## src/rtl/tx_jabber_pkg.sv

```systemverilog
package tx_jabber_pkg;

    typedef enum logic [1:0] {
        ST_IDLE      = 2'd0,
        ST_SEND      = 2'd1,
        ST_HOLD      = 2'd2,
        ST_WAIT_DROP = 2'd3
    } guard_state_e;

    typedef struct packed {
        guard_state_e state;
    } guard_regs_t;

endpackage

```

## src/rtl/tx_jabber_cycle_counter.sv

```systemverilog
module tx_jabber_cycle_counter #(
    parameter int CNT_W = 8
) (
    input  logic             clk_i,
    input  logic             rst_ni,
    input  logic             clr_i,
    input  logic             inc_i,
    output logic [CNT_W-1:0] cnt_o
);

    logic [CNT_W-1:0] cnt_d;
    logic [CNT_W-1:0] cnt_q;

    always_comb begin
        cnt_d = cnt_q;
        if (clr_i) begin
            cnt_d = '0;
        end else if (inc_i) begin
            cnt_d = cnt_q + CNT_W'(1);
        end
    end

    always_ff @(posedge clk_i) begin
        if (!rst_ni) begin
            cnt_q <= '0;
        end else begin
            cnt_q <= cnt_d;
        end
    end

    assign cnt_o = cnt_q;

endmodule

```

## src/rtl/tx_jabber_gate.sv

```systemverilog
module tx_jabber_gate #(
    parameter int DATA_W = 4
) (
    input  logic              allow_i,
    input  logic              tx_en_i,
    input  logic [DATA_W-1:0] tx_data_i,
    output logic              drv_en_o,
    output logic [DATA_W-1:0] tx_data_o
);

    logic pass;

    assign pass     = allow_i & tx_en_i;
    assign drv_en_o = pass;

    for (genvar b = 0; b < DATA_W; b++) begin : g_bit
        assign tx_data_o[b] = tx_data_i[b] & pass;
    end

endmodule

```

## src/rtl/tx_jabber_guard.sv

```systemverilog
module tx_jabber_guard
    import tx_jabber_pkg::*;
#(
    parameter int MAX_TX_CYCLES  = 250000,
    parameter int PENALTY_CYCLES = 6000000,
    parameter int DATA_W         = 4
) (
    input  logic              clk_i,
    input  logic              rst_ni,
    input  logic              tx_en_i,
    input  logic [DATA_W-1:0] tx_data_i,
    output logic              drv_en_o,
    output logic [DATA_W-1:0] tx_data_o,
    output logic              jabber_o
);

    localparam int LONGEST = (MAX_TX_CYCLES > PENALTY_CYCLES) ? MAX_TX_CYCLES : PENALTY_CYCLES;
    localparam int CNT_W   = $clog2(LONGEST + 1);
    localparam logic [CNT_W-1:0] TX_LAST   = CNT_W'(MAX_TX_CYCLES - 1);
    localparam logic [CNT_W-1:0] HOLD_LAST = CNT_W'(PENALTY_CYCLES - 1);

    guard_regs_t      regs_d;
    guard_regs_t      regs_q;
    logic             cnt_clr;
    logic             cnt_inc;
    logic [CNT_W-1:0] cnt;
    logic             allow;

    tx_jabber_cycle_counter #(
        .CNT_W (CNT_W)
    ) u_cnt (
        .clk_i  (clk_i),
        .rst_ni (rst_ni),
        .clr_i  (cnt_clr),
        .inc_i  (cnt_inc),
        .cnt_o  (cnt)
    );

    // Next-state logic: one shared counter times either the send run or the penalty.
    always_comb begin
        regs_d  = regs_q;
        cnt_clr = 1'b0;
        cnt_inc = 1'b0;
        unique case (regs_q.state)
            ST_IDLE, ST_SEND: begin
                if (!tx_en_i) begin
                    regs_d.state = ST_IDLE;
                    cnt_clr      = 1'b1;
                end else if (cnt == TX_LAST) begin
                    regs_d.state = ST_HOLD;
                    cnt_clr      = 1'b1;
                end else begin
                    regs_d.state = ST_SEND;
                    cnt_inc      = 1'b1;
                end
            end
            ST_HOLD: begin
                if (cnt == HOLD_LAST) begin
                    regs_d.state = tx_en_i ? ST_WAIT_DROP : ST_IDLE;
                    cnt_clr      = 1'b1;
                end else begin
                    cnt_inc = 1'b1;
                end
            end
            ST_WAIT_DROP: begin
                cnt_clr = 1'b1;
                if (!tx_en_i) begin
                    regs_d.state = ST_IDLE;
                end
            end
            default: begin
                regs_d.state = ST_IDLE;
                cnt_clr      = 1'b1;
            end
        endcase
    end

    always_ff @(posedge clk_i) begin
        if (!rst_ni) begin
            regs_q.state <= ST_IDLE;
        end else begin
            regs_q <= regs_d;
        end
    end

    assign allow    = (regs_q.state == ST_IDLE) || (regs_q.state == ST_SEND);
    assign jabber_o = !allow;

    tx_jabber_gate #(
        .DATA_W (DATA_W)
    ) u_gate (
        .allow_i   (allow),
        .tx_en_i   (tx_en_i),
        .tx_data_i (tx_data_i),
        .drv_en_o  (drv_en_o),
        .tx_data_o (tx_data_o)
    );

endmodule

```

## config.mk

```make
export PLATFORM = sky130hd
export DESIGN_NAME = tx_jabber_guard
export DESIGN_NICKNAME = d
export VERILOG_FILES = /design/src/rtl/tx_jabber_pkg.sv /design/src/rtl/tx_jabber_cycle_counter.sv /design/src/rtl/tx_jabber_gate.sv /design/src/rtl/tx_jabber_guard.sv
export SDC_FILE = /design/constraint.sdc
export NUM_CORES = 1
export LEC_CHECK = 0
export BUFFER_PORTS_ARGS = -buffer_cell sky130_fd_sc_hd__buf_4
export CAP_MARGIN = 10
export CORE_AREA = 2 2 69 71
export CTS_BUF_LIST = sky130_fd_sc_hd__clkbuf_8
export DETAILED_ROUTE_END_ITERATION = 7
export DIE_AREA = 0 0 71 73
export MAX_ROUTING_LAYER = met4
export PLACE_DENSITY_LB_ADDON = 0.05
export REMOVE_ABC_BUFFERS = 1
export SLEW_MARGIN = 40
export SYNTH_ARGS = -nofsm -noshare
export SYNTH_HDL_FRONTEND = slang
export SYNTH_SLANG_ARGS = --single-unit
```

## constraint.sdc

```tcl
create_clock -name clk_i -period 2.1 [get_ports clk_i]
set_input_delay 0.105 -clock clk_i [delete_from_list [all_inputs] [get_ports clk_i]]
set_output_delay 0.105 -clock clk_i [all_outputs]
set_load 0.01 [all_outputs]
```

==> run metrics <==
DRT antenna net count=0; Net Sw Frac=a little over a fifth; Slew Viols, Final=0; ranking of synthesized cells by area=dfxtp_1 (39%), a21oi_1 (5.9%), xnor2_1 (5.5%), xor2_1 (4.1%), or3_1 (3.9%); CTS tree=yes; Synth top area share=about two fifths; RSZ-0062 raised after global routing=false; fmax=between 500 and 600 MHz; Worst Max-Slew Pin Slew=0.400 ns; initial antenna violation count=0; net load switching power=171 uW; final setup margin=about 0.16 ns; Initial Utilization=28.1%; clk buf depth=2; total gr overflow=0; CP max-delay cell=or4_4; post-DR wirelength/cell=around 14 um; Worst Path Arrival=2.14 ns; Most Crowded Layer GR=met2; core area=roughly 4500 um2; Worst Skew=about 0.0036 ns; crit-path cells=ha_1 -> nand3_2 -> or4_4 -> or3_1 -> a22oi_2; period utilization=between 90% and 100%; Mean Syn Cell Area=8.84 um2; Cell Area, Synth=between 1000 and 1500 um2; status=finished, final reports clean; number of diodes=0; crit path kind=register to register; Hold Crit Class=input port to register; Worst EP required=around 2.3 ns; Die W=71 um; initial DRC count=slightly below 50; Setup violations, final=0; CTS root buf=clkbuf_8; TritonRoute pass-1 iters=4; GRT Total Usage=12.9%; post-synthesis sequential area ratio=39.3%; Clock Power Share=between 30% and 40%; clock latency on the worst-skew pair=0.26 ns; max-cap check violation count=0; Max-slew headroom=about three quarters; global-route wire length before repair=roughly 5.1 mm; Via Count=approximately 1100; Area Overhead vs Synth=22.2%; nets=between 150 and 200; design area=1560 um2; Worst-path clk slew=0.09 ns; met3 Usage GRT=under 10%; Die Area=5180 um2; met2 global-route usage=a little over a fifth; worst path bufs/invs=0; IO Pins=13; P per Cell Area=~500 nW/um2; Yosys reg bits=25; Post-DP Area=around 1500 um2; Syn. warnings=0; port bufs=12; max incr delay on CP=around 0.62 ns; Synth Instances=144; hold buffers post-CTS=0; number of global-route vias before repair=1044; Routed WL=just over 3 mm; Residual DRC=0; VDD IR-drop max=between 0.3 and 0.4 mV; largest net degree at the start of global routing=15; # H-tree levels=1; vias per cell=5.10; worst slack, placed=around 0.06 ns; Yosys cell types=35; Post-synth ARST share=0%; TritonCTS buffer count=3; CP Capture Type=register; Hold Violations, Final=0; Setup crit start kind=register; largest area contributor in the netlist=dfxtp_1; ratio of cells with drive above 1 in the final layout=between 20% and 30%; Worst path top cell family by delay=simple AND/OR/NAND/NOR gates; Gate power share=about 5.1%; Flop pwr share=between 50 and 60%; FP Rows=25; Die H=73 um; CTS sink cnt=25; Placer Congestion=~0.81; Post-synth EDFFs=0; ys flop type=dfxtp_1; Pint=around 630 uW; post-DP HPWL=2.28 mm; Leak=0.512 nW; crit-path max FO=9; Tmin final=1.94 ns; met1 Track Usage GR=16.7%
[worst paths after layout]
kind	startpoint	to	slack, ns	cells past startpoint
worst max-delay path	u_cnt.cnt_o[1]	u_cnt.cnt_o[22]	0.16	5
worst min-delay path	tx_en_i	regs_q[1]	0.16	3
worst max register to register	u_cnt.cnt_o[1]	u_cnt.cnt_o[22]	0.16	5
worst min register to register	u_cnt.cnt_o[17]	u_cnt.cnt_o[17]	0.51	2
[worst min-delay path, cell delays in order]
cell	delay, ns
buf_4	0.08
and2_1	0.12
a21bo_1	0.10
[final cells by class]
class / instances / area (um2)
clock inverters: 1 / 3.75
clock buffers: 3 / 41.3
fillers: 460 / 2980
inverters: 1 / 3.75
repair buffers: 24 / 193
flip-flops and latches: 25 / 500
multi-input cells: 110 / 746
well taps: 54 / 67.6
[synthesized netlist by cell type (2+ instances only)]
cell	count
a21oi_1	15
and4_1	2
xnor2_1	8
nand3_1	8
nor2b_1	2
buf_2	4
nand2_1	9
or3_1	8
clkbuf_1	3
o21ai_0	8
dfxtp_1	25
or4_1	4
nand4b_1	2
nor4_1	5
nand4_1	3
a22oi_2	2
and2_1	5
xor2_1	6
nor3_1	3
a22oi_1	5
and3_1	3
[power groups by stage]
stage	sequential (mW)	combinational [mW]	clock (mW)
floorplan	0.489	0.0161	0
detailed placement	0.489	0.0414	0
finish	0.478	0.0411	0.281
global placement	0.489	0.0417	0
global route	0.479	0.0443	0.317
CTS	0.478	0.0416	0.299
[flip-flops by register name, indices dropped and copies added, names as in the netlist]
signal       count
u_cnt.cnt_o     23
regs_q           2
[cells by family after synthesis]
logic type / count (synthesis) / share of synthesized area [%]
buf+inv: 9 / 3.34
xor+xnor: 14 / 9.64
compound gates: 35 / 17.5
fa+ha+maj: 1 / 0.983
simple gates: 60 / 29.2
flops: 25 / 39.3
[per-layer routing]
layer / routed length, um / share of wire (%)
met4: 22 / 0.71
met1: 1470 / 48
met2: 1480 / 48
met5: 0 / 0
met3: 106 / 3.4
[metrics by stage]
stage	hold slack, ns	cells	setup TNS [ns]	util, %	total power, mW
6_report	0.164	218	0	34.3	0.800
5_1_grt	0.178	218	0	34.3	0.840
4_1_cts	0.158	218	0	33.9	0.818
3_5_place_dp	0.440	214	0	32.9	0.531
3_3_place_gp	0.463	214	0	32.9	0.531
2_1_floorplan	0.336	136	-2.33	-	0.505
[what timing repair did]
item / CTS / global route
setup endpoints to repair: 0 / 23
buffers inserted: 0 / 0
resized for setup: 0 / 3
[layout by cell type (no fill, tap or decap), drive strengths merged]
master / synthesis / final
inv: 1 / 2
and3: 3 / 3
and4: 2 / 2
nor2: 1 / 1
clkbuf: 3 / 3
or4: 4 / 4
a21oi: 15 / 15
nand4b: 2 / 2
or3: 8 / 8
and4bb: 1 / 1
nand3: 9 / 9
nor4b: 1 / 1
buf: 5 / 24
o211ai: 2 / 2
a21bo: 1 / 1
and2: 5 / 5
dfxtp: 25 / 25
o21bai: 1 / 1
nor3b: 1 / 1
nor3: 3 / 3
a22oi: 7 / 7
nand4: 4 / 4
xnor2: 8 / 8
a21boi: 1 / 1
o21ai: 8 / 8
ha: 1 / 1
nand2: 9 / 9
nor2b: 2 / 2
nor4: 5 / 5
xor2: 6 / 6
Power figures use the tool's default switching activity.
